## config.mk

```make
export PLATFORM = sky130hd
export DESIGN_NAME = burst_col_seq
export DESIGN_NICKNAME = d
export VERILOG_FILES = /design/src/rtl/burst_seq_pkg.sv /design/src/rtl/burst_mode_reg.sv /design/src/rtl/burst_addr_gen.sv /design/src/rtl/burst_ctrl.sv /design/src/rtl/burst_col_seq.sv
export SDC_FILE = /design/constraint.sdc
export NUM_CORES = 1
export LEC_CHECK = 0
export CORE_MARGIN = 5
export CORE_UTILIZATION = 48
export DETAILED_ROUTE_END_ITERATION = 8
export GPL_TIMING_DRIVEN = 0
export MAX_ROUTING_LAYER = met4
export PLACE_DENSITY = 0.76
export SYNTH_ARGS = -nofsm -noshare
export SYNTH_HDL_FRONTEND = slang
export SYNTH_HIERARCHICAL = 1
export SYNTH_SLANG_ARGS = --single-unit
```

## constraint.sdc

```tcl
create_clock -name clk -period 2.2 [get_ports clk]
set_input_delay 0.33 -clock clk [delete_from_list [all_inputs] [get_ports clk]]
set_output_delay 0.33 -clock clk [all_outputs]
set_load 0.05 [all_outputs]
```

## src/rtl/burst_seq_pkg.sv

```systemverilog
package burst_seq_pkg;
  localparam int MODE_W = 10;

  typedef struct packed {
    logic       wr_single;
    logic       ilv;
    logic       full;
    logic [1:0] len_log;
    logic [1:0] cas;
  } mode_t;

  localparam mode_t MODE_RST = '{wr_single: 1'b0, ilv: 1'b0, full: 1'b0,
                                 len_log: 2'd0, cas: 2'd2};
endpackage

```

## src/rtl/burst_mode_reg.sv

```systemverilog
module burst_mode_reg
  import burst_seq_pkg::*;
(
  input  logic              clk,
  input  logic              rst,
  input  logic              load_i,
  input  logic [1:0]        ba_i,
  input  logic [MODE_W-1:0] mode_i,
  output mode_t             mode_o,
  output logic              err_o
);
  logic [2:0] len_code;
  logic [2:0] cas_code;
  logic       field_ok;
  logic       std_sel;

  assign len_code = mode_i[2:0];
  assign cas_code = mode_i[6:4];
  assign std_sel  = load_i && (ba_i == 2'b00);

  always_comb begin
    field_ok = 1'b1;
    if (!(len_code <= 3'd3 || (len_code == 3'd7 && !mode_i[3]))) field_ok = 1'b0;
    if (cas_code == 3'd0 || cas_code[2]) field_ok = 1'b0;
    if (mode_i[8:7] != 2'b00) field_ok = 1'b0;
  end

  always_ff @(posedge clk) begin
    if (rst) begin
      mode_o <= MODE_RST;
      err_o  <= 1'b0;
    end else begin
      err_o <= std_sel && !field_ok;
      if (std_sel && field_ok) begin
        mode_o.wr_single <= mode_i[9];
        mode_o.ilv       <= mode_i[3];
        mode_o.full      <= (len_code == 3'd7);
        mode_o.len_log   <= len_code[1:0];
        mode_o.cas       <= cas_code[1:0];
      end
    end
  end
endmodule

```

## src/rtl/burst_addr_gen.sv

```systemverilog
module burst_addr_gen #(
  parameter int COL_W = 8
) (
  input  logic [COL_W-1:0] start_col_i,
  input  logic [COL_W-1:0] beat_i,
  input  logic [COL_W-1:0] mask_i,
  input  logic             ilv_i,
  output logic [COL_W-1:0] col_o
);
  logic [COL_W-1:0] low;

  always_comb begin
    low   = ilv_i ? (start_col_i ^ beat_i) : (start_col_i + beat_i);
    col_o = (start_col_i & ~mask_i) | (low & mask_i);
  end
endmodule

```

## src/rtl/burst_ctrl.sv

```systemverilog
module burst_ctrl
  import burst_seq_pkg::*;
#(
  parameter int COL_W = 8
) (
  input  logic             clk,
  input  logic             rst,
  input  mode_t            mode_i,
  input  logic             start_i,
  input  logic             rw_i,
  input  logic [COL_W-1:0] col_i,
  input  logic             term_i,
  output logic [COL_W-1:0] col_o,
  output logic             valid_o,
  output logic             done_o,
  output logic             active_o,
  output logic [COL_W-1:0] mask_o
);
  localparam logic [COL_W-1:0] ALL_ONES = {COL_W{1'b1}};
  localparam logic [COL_W-1:0] ONE      = COL_W'(1);

  logic             single;
  logic             new_full;
  logic [COL_W-1:0] new_mask;
  logic [COL_W-1:0] start_col_q;
  logic [COL_W-1:0] beat_q;
  logic             ilv_q;
  logic             full_q;
  logic [COL_W-1:0] gen_col;
  logic             last_beat;

  assign single   = mode_i.wr_single && rw_i;
  assign new_full = mode_i.full && !single;

  always_comb begin
    if (new_full)    new_mask = ALL_ONES;
    else if (single) new_mask = '0;
    else             new_mask = (ONE << mode_i.len_log) - ONE;
  end

  burst_addr_gen #(.COL_W(COL_W)) gen_i (
    .start_col_i(start_col_q),
    .beat_i     (beat_q),
    .mask_i     (mask_o),
    .ilv_i      (ilv_q),
    .col_o      (gen_col)
  );

  assign last_beat = !full_q && (beat_q == mask_o);

  always_ff @(posedge clk) begin
    if (rst) begin
      start_col_q <= '0;
      beat_q      <= '0;
      ilv_q       <= 1'b0;
      full_q      <= 1'b0;
      mask_o      <= '0;
      col_o       <= '0;
      valid_o     <= 1'b0;
      done_o      <= 1'b0;
      active_o    <= 1'b0;
    end else if (start_i) begin
      start_col_q <= col_i;
      beat_q      <= ONE;
      ilv_q       <= mode_i.ilv && !new_full;
      full_q      <= new_full;
      mask_o      <= new_mask;
      col_o       <= col_i;
      valid_o     <= 1'b1;
      done_o      <= !new_full && (new_mask == '0);
      active_o    <= new_full || (new_mask != '0);
    end else if (active_o && term_i) begin
      active_o <= 1'b0;
      valid_o  <= 1'b0;
      done_o   <= 1'b1;
    end else if (active_o) begin
      col_o    <= gen_col;
      valid_o  <= 1'b1;
      done_o   <= last_beat;
      active_o <= !last_beat;
      beat_q   <= beat_q + ONE;
    end else begin
      valid_o <= 1'b0;
      done_o  <= 1'b0;
    end
  end
endmodule

```

## src/rtl/burst_col_seq.sv

```systemverilog
module burst_col_seq
  import burst_seq_pkg::*;
#(
  parameter int COL_W = 8
) (
  input  logic              clk,
  input  logic              rst,
  input  logic              load_i,
  input  logic [1:0]        ba_i,
  input  logic [MODE_W-1:0] mode_i,
  input  logic              start_i,
  input  logic              rw_i,
  input  logic [COL_W-1:0]  col_i,
  input  logic              term_i,
  output logic [COL_W-1:0]  col_o,
  output logic              valid_o,
  output logic              done_o,
  output logic              err_o,
  output logic [1:0]        cas_lat_o
);
  mode_t            mode_q;
  logic             busy_w;
  logic [COL_W-1:0] blk_mask_w;

  burst_mode_reg mreg_i (
    .clk   (clk),
    .rst   (rst),
    .load_i(load_i),
    .ba_i  (ba_i),
    .mode_i(mode_i),
    .mode_o(mode_q),
    .err_o (err_o)
  );

  burst_ctrl #(.COL_W(COL_W)) ctrl_i (
    .clk     (clk),
    .rst     (rst),
    .mode_i  (mode_q),
    .start_i (start_i),
    .rw_i    (rw_i),
    .col_i   (col_i),
    .term_i  (term_i),
    .col_o   (col_o),
    .valid_o (valid_o),
    .done_o  (done_o),
    .active_o(busy_w),
    .mask_o  (blk_mask_w)
  );

  assign cas_lat_o = mode_q.cas;
endmodule

```

# Word level (Yosys, flattened, before mapping)
# Index checks and enable logic that the tools add are counted.
[word_totals] register_bits=45 latchBits=0 ram_bits=0 mem_bits_ro=0 output_inout_bits=13 mem_count=0
[op_classes] add_sub_neg=3 n_mul=0 n_div=0 magnitude_cmp=1 n_eq_ne=3 n_shift=1 mux=21 n_bitwise=6 n_reduce_logical=28
[op_table] operator="$mux 8" count=6
[op_table] operator="$and 8x8->8" count=2
[op_table] operator="$mux 1" count=15
[op_table] operator="$logic_and 1x1->1" count=10
[op_table] operator="$add 8x1->8 const B" count=1
[op_table] operator="$add 8x8->8" count=1
[op_table] operator="$eq 8x8->1" count=1
[op_table] operator="$logic_not 8->1" count=1
[op_table] operator="$not 8->8" count=1
[op_table] operator="$or 8x8->8" count=1
[op_table] operator="$reduce_bool 8->1" count=1
[op_table] operator="$shl 1x2->8 const A" count=1
[op_table] operator="$sub 8x1->8 const B" count=1
[op_table] operator="$xor 8x8->8" count=1
[op_table] operator="$logic_not 1->1" count=6
[op_table] operator="$reduce_and 2->1" count=2
[op_table] operator="$reduce_bool 2->1" count=2
[op_table] operator="$eq 3x3->1 const B" count=1
[op_table] operator="$le 3x2->1 const B" count=1
[op_table] operator="$logic_not 3->1" count=1
[op_table] operator="$logic_or 1x1->1" count=3
[op_table] operator="$logic_not 2->1" count=1
[op_table] operator="$ne 2x2->1 const B" count=1
[op_table] operator="$reduce_or 2->1" count=1
[op_table] operator="$not 1->1" count=1

# Logic depth before layout (Yosys ltp)
[depth] depth_word=8 ltp_mapped=11 mapped_depth_nobuf=11

# Hierarchy
# The synthesis kept the hierarchy.
[by_module_without_submodules] module="burst_ctrl" n_inst=1 cells_per_inst=179 area_each_um2=1576.5 seq_area_each_um2=720.7
[by_module_without_submodules] module="burst_addr_gen" n_inst=1 cells_per_inst=61 area_each_um2=420.4 seq_area_each_um2=0.0
[by_module_without_submodules] module="burst_mode_reg" n_inst=1 cells_per_inst=41 area_each_um2=360.3 seq_area_each_um2=160.2

# Worst setup path after synthesis
# OpenSTA, ideal clock, no wires.
[synth_path] path_type="register to register" from="reg ctrl_i.beat_q[0]" to="reg ctrl_i.col_o[6]" setup_ps=128 arrival_time_ps=2290 slack_ps=-218 path_stages_with_launch=12 n_path_buf=0 period_less_slack_ps=2418 path_cell_list="dfxtp_1 > ha_1 > inv_1 > fa_1 > or2b_1 > a211oi_1 > a31oi_1 > xnor2_1 > mux2_2 > mux2i_1 > o21a_1 > nor2_1"
[synth_via] elab_chain_len=7
[synth_lines] element="start: declaration" line="burst_ctrl.sv:26" text="logic [COL_W-1:0] beat_q;"
[synth_lines] element="start signal: assignment" line="burst_ctrl.sv:81" text="beat_q <= beat_q + ONE;"
[synth_lines] element="$add 8x8->8" line="burst_addr_gen.sv:13" text="low = ilv_i ? (start_col_i ^ beat_i) : (start_col_i + beat_i);"
[synth_lines] element="$mux 8" line="burst_addr_gen.sv:13"
[synth_lines] element="$and 8x8->8" line="burst_addr_gen.sv:14" text="col_o = (start_col_i & ~mask_i) | (low & mask_i);"
[synth_lines] element="$or 8x8->8" line="burst_addr_gen.sv:14"
[synth_lines] element="net ctrl_i.gen_col[6]" line="burst_ctrl.sv:29" text="logic [COL_W-1:0] gen_col;"
[synth_lines] element="$mux 8" line="burst_ctrl.sv:76" text="end else if (active_o) begin"
[synth_lines] element="$mux 8" line="burst_ctrl.sv:72" text="end else if (active_o && term_i) begin"
[synth_lines] element="$mux 8" line="burst_ctrl.sv:62" text="end else if (start_i) begin"
[synth_lines] element="end signal: assignment" line="burst_ctrl.sv:68" text="col_o <= col_i;"
[synth_lines] element="end signal: assignment" line="burst_ctrl.sv:77" text="col_o <= gen_col;"
[synth_lines] element="end: declaration" line="burst_ctrl.sv:13" text="output logic [COL_W-1:0] col_o,"
# The timed path passes the listed nets, and every way through them passes these cells. The select of a mux whose other input is x is not followed.
# A chain may end at the register's enable or synchronous reset.

# Worst setup path in the final report
# Same ends and word-level chain as after synthesis.

==> qor.yml <==
h-tree-depth: 2
hpwl_um: 4015
setup_violations: 3
start_util: 0.4975
grt_max_degree: 14
die_w_um: 79.97
final_max_slew_viol_count: 0
timing_worst_setup_path_type: "reg -> reg"
grt_pass1_wl_um: 9390
antenna_found_initial: 0
root_buffer: "clkbuf_8"
ant_nets: 0
syn_nets: 317
violations: "negative setup slack"
clkLatencyLatePin_ns: 0.30
rsz0062_at_grt: "true"
power_density_mw_per_mm2: 562.7
final_cells: 404
power.leakage_nw: 1.159
dr.pass1.iters: 4
post-route-period-util: 1.070
cts_buffers: 5
routed_wirelength_um: 5781
cts.path.max_buffers: 2
vias: 2126
post-route-drc-count: 0
rows: 25
layout_min_cycle_time_ns: 2.355
viasPerCell: 5.262
die_area_mm2: 0.006394
final-hold-violation-count: 0
relSlewSlack: 0.5977
hold_class: "reg -> reg"
gp_congestion: 0.8392
status: "finished with violations"
die_h_um: 79.97
core-area_mm2: 0.004723
ys_warn_count: 6
maxCapViolations: 0
nets: 373
grt_pass1_vias: 1972
setup_slack_ns: -0.1549
syn_inst: 280
clk_pin_slew_worst_paths_ns: 0.09
drive_above_1_share: 0.1691
dp.cells: 385
syn_area_per_cell_um2: 8.392
area_growth_pct: 33.44
gr-total-overflow: 0
antenna_cells: 0
pre_cts_ws_ns: -0.2113
syn_area_mm2: 0.002350
clock_skew_ns: 0.006452
vdd_drop_max_mv: 0.5302
cp.arrival_ns: 2.54
port_buffers: 38
required_ns: 2.38
worstMarginPinSlew_ns: 0.6013
ioPinCount: 39
endpoint_kind: "register"
crit_fanout: 2
routedWlPerCell_um: 14.31
start_kind: "register"
clock_sinks: 44
fmax_ghz: 0.4246
drt_iter0_drc: 111
grt_usage: 0.1936
cts_tree: "built"
==> worst paths after layout <==
check	startpoint	endpoint	slack [ns]	depth (start not counted)
min	mreg_i/mode_o[1]	mreg_i/mode_o[1]	0.47	1
max reg2reg	ctrl_i/beat_q[0]	ctrl_i/col_o[6]	-0.15	11
min reg2reg	mreg_i/mode_o[1]	mreg_i/mode_o[1]	0.47	1
max	ctrl_i/beat_q[0]	ctrl_i/col_o[6]	-0.15	11
==> placed cells by master, fill, tap and decap left out, types with 3 or more instances in the layout <==
cell,count
or2_2,3
dfxtp_4,5
clkbuf_8,7
buf_4,12
ha_4,5
ha_1,5
nand2_1,28
nor2_1,36
mux2i_1,9
dfxtp_2,3
xor2_1,13
a21oi_1,22
nand2b_1,10
xnor2_1,4
inv_1,5
nand4_1,4
o21a_1,8
clkbuf_1,5
clkdlybuf4s50_1,38
o21ai_0,16
dfxtp_1,36
nor2b_1,3
nand3_1,9
==> through the flow <==
| stage | power, mW | hold WS, ns | util | area [µm²] | setup TNS [ns] |
|---|---|---|---|---|---|
| 5_1_grt | 1.840 | 0.5070 | 0.6638 | 3136 | -0.7175 |
| 3_5_place_dp | 1.076 | 0.4526 | 0.6011 | 2839 | -0.4162 |
| 6_report | 1.765 | 0.4725 | 0.6638 | 3136 | -0.3327 |
| 4_1_cts | 1.778 | 0.4734 | 0.6540 | 3089 | -0.1496 |
| 2_1_floorplan | 0.9798 | 0.4485 | - | 2375 | -0.04298 |
| 3_3_place_gp | 1.074 | 0.4446 | 0.6011 | 2839 | -0.3670 |
==> area by class of cell <==
type	instances	area [µm²]
buffer	12	66.31
sequential	44	903.4
inverter	6	22.52
multi-input combinational	218	1470
clock buffer	7	96.34
clock inverter	1	30.03
fill	397	1588
timing repair buffer	49	462.9
tap	67	83.83
==> report_power, final <==
group | switching (mW) | total, mW | internal [mW] | leakage [nW]
registers | 0.0165 | 0.829 | 0.813 | 0.363
clock network | 0.293 | 0.694 | 0.401 | 0.0645
logic | 0.126 | 0.241 | 0.116 | 0.732
total | 0.435 | 1.76 | 1.33 | 1.16
==> state kept, by name, summed over array words and instances, names as in the netlist <==
name                cells
ctrl_i/active_o         1
ctrl_i/beat_q           8
ctrl_i/col_o            8
ctrl_i/done_o           1
ctrl_i/full_q           1
ctrl_i/ilv_q            1
ctrl_i/mask_o           7
ctrl_i/start_col_q      8
ctrl_i/valid_o          1
mreg_i/err_o            1
mreg_i/mode_o           7
==> critical path, stage by stage (launching register included) <==
cell and delay [ns]:
dfxtp_4 0.36, ha_4 0.13, inv_2 0.03, fa_2 0.33, or2b_1 0.24, a211oi_2 0.28
a31oi_1 0.14, xnor2_1 0.15, mux2_4 0.27, mux2i_1 0.13, o21a_1 0.13, nor2_1 0.03
==> timing repair <==
action / CTS / global route
buffers inserted: 7 / 4
gates resized for setup: 14 / 6
endpoints found under the setup margin: 2 / 3
pin swaps: 9 / 8
endpoints found under the hold margin: 0 / 0
cloned: 0 / 0
hold buffers: 0 / 0
==> metal layers <==
metal | up-vias | track usage | routed length [µm]
li1 | 1082 | - | -
met4 | 0 | 0.06588 | 102
met2 | 47 | 0.2831 | 2578
met3 | 10 | 0.03725 | 265
met5 | - | - | 0
met1 | 987 | 0.2672 | 2834
Power figures use the tool's default switching activity.
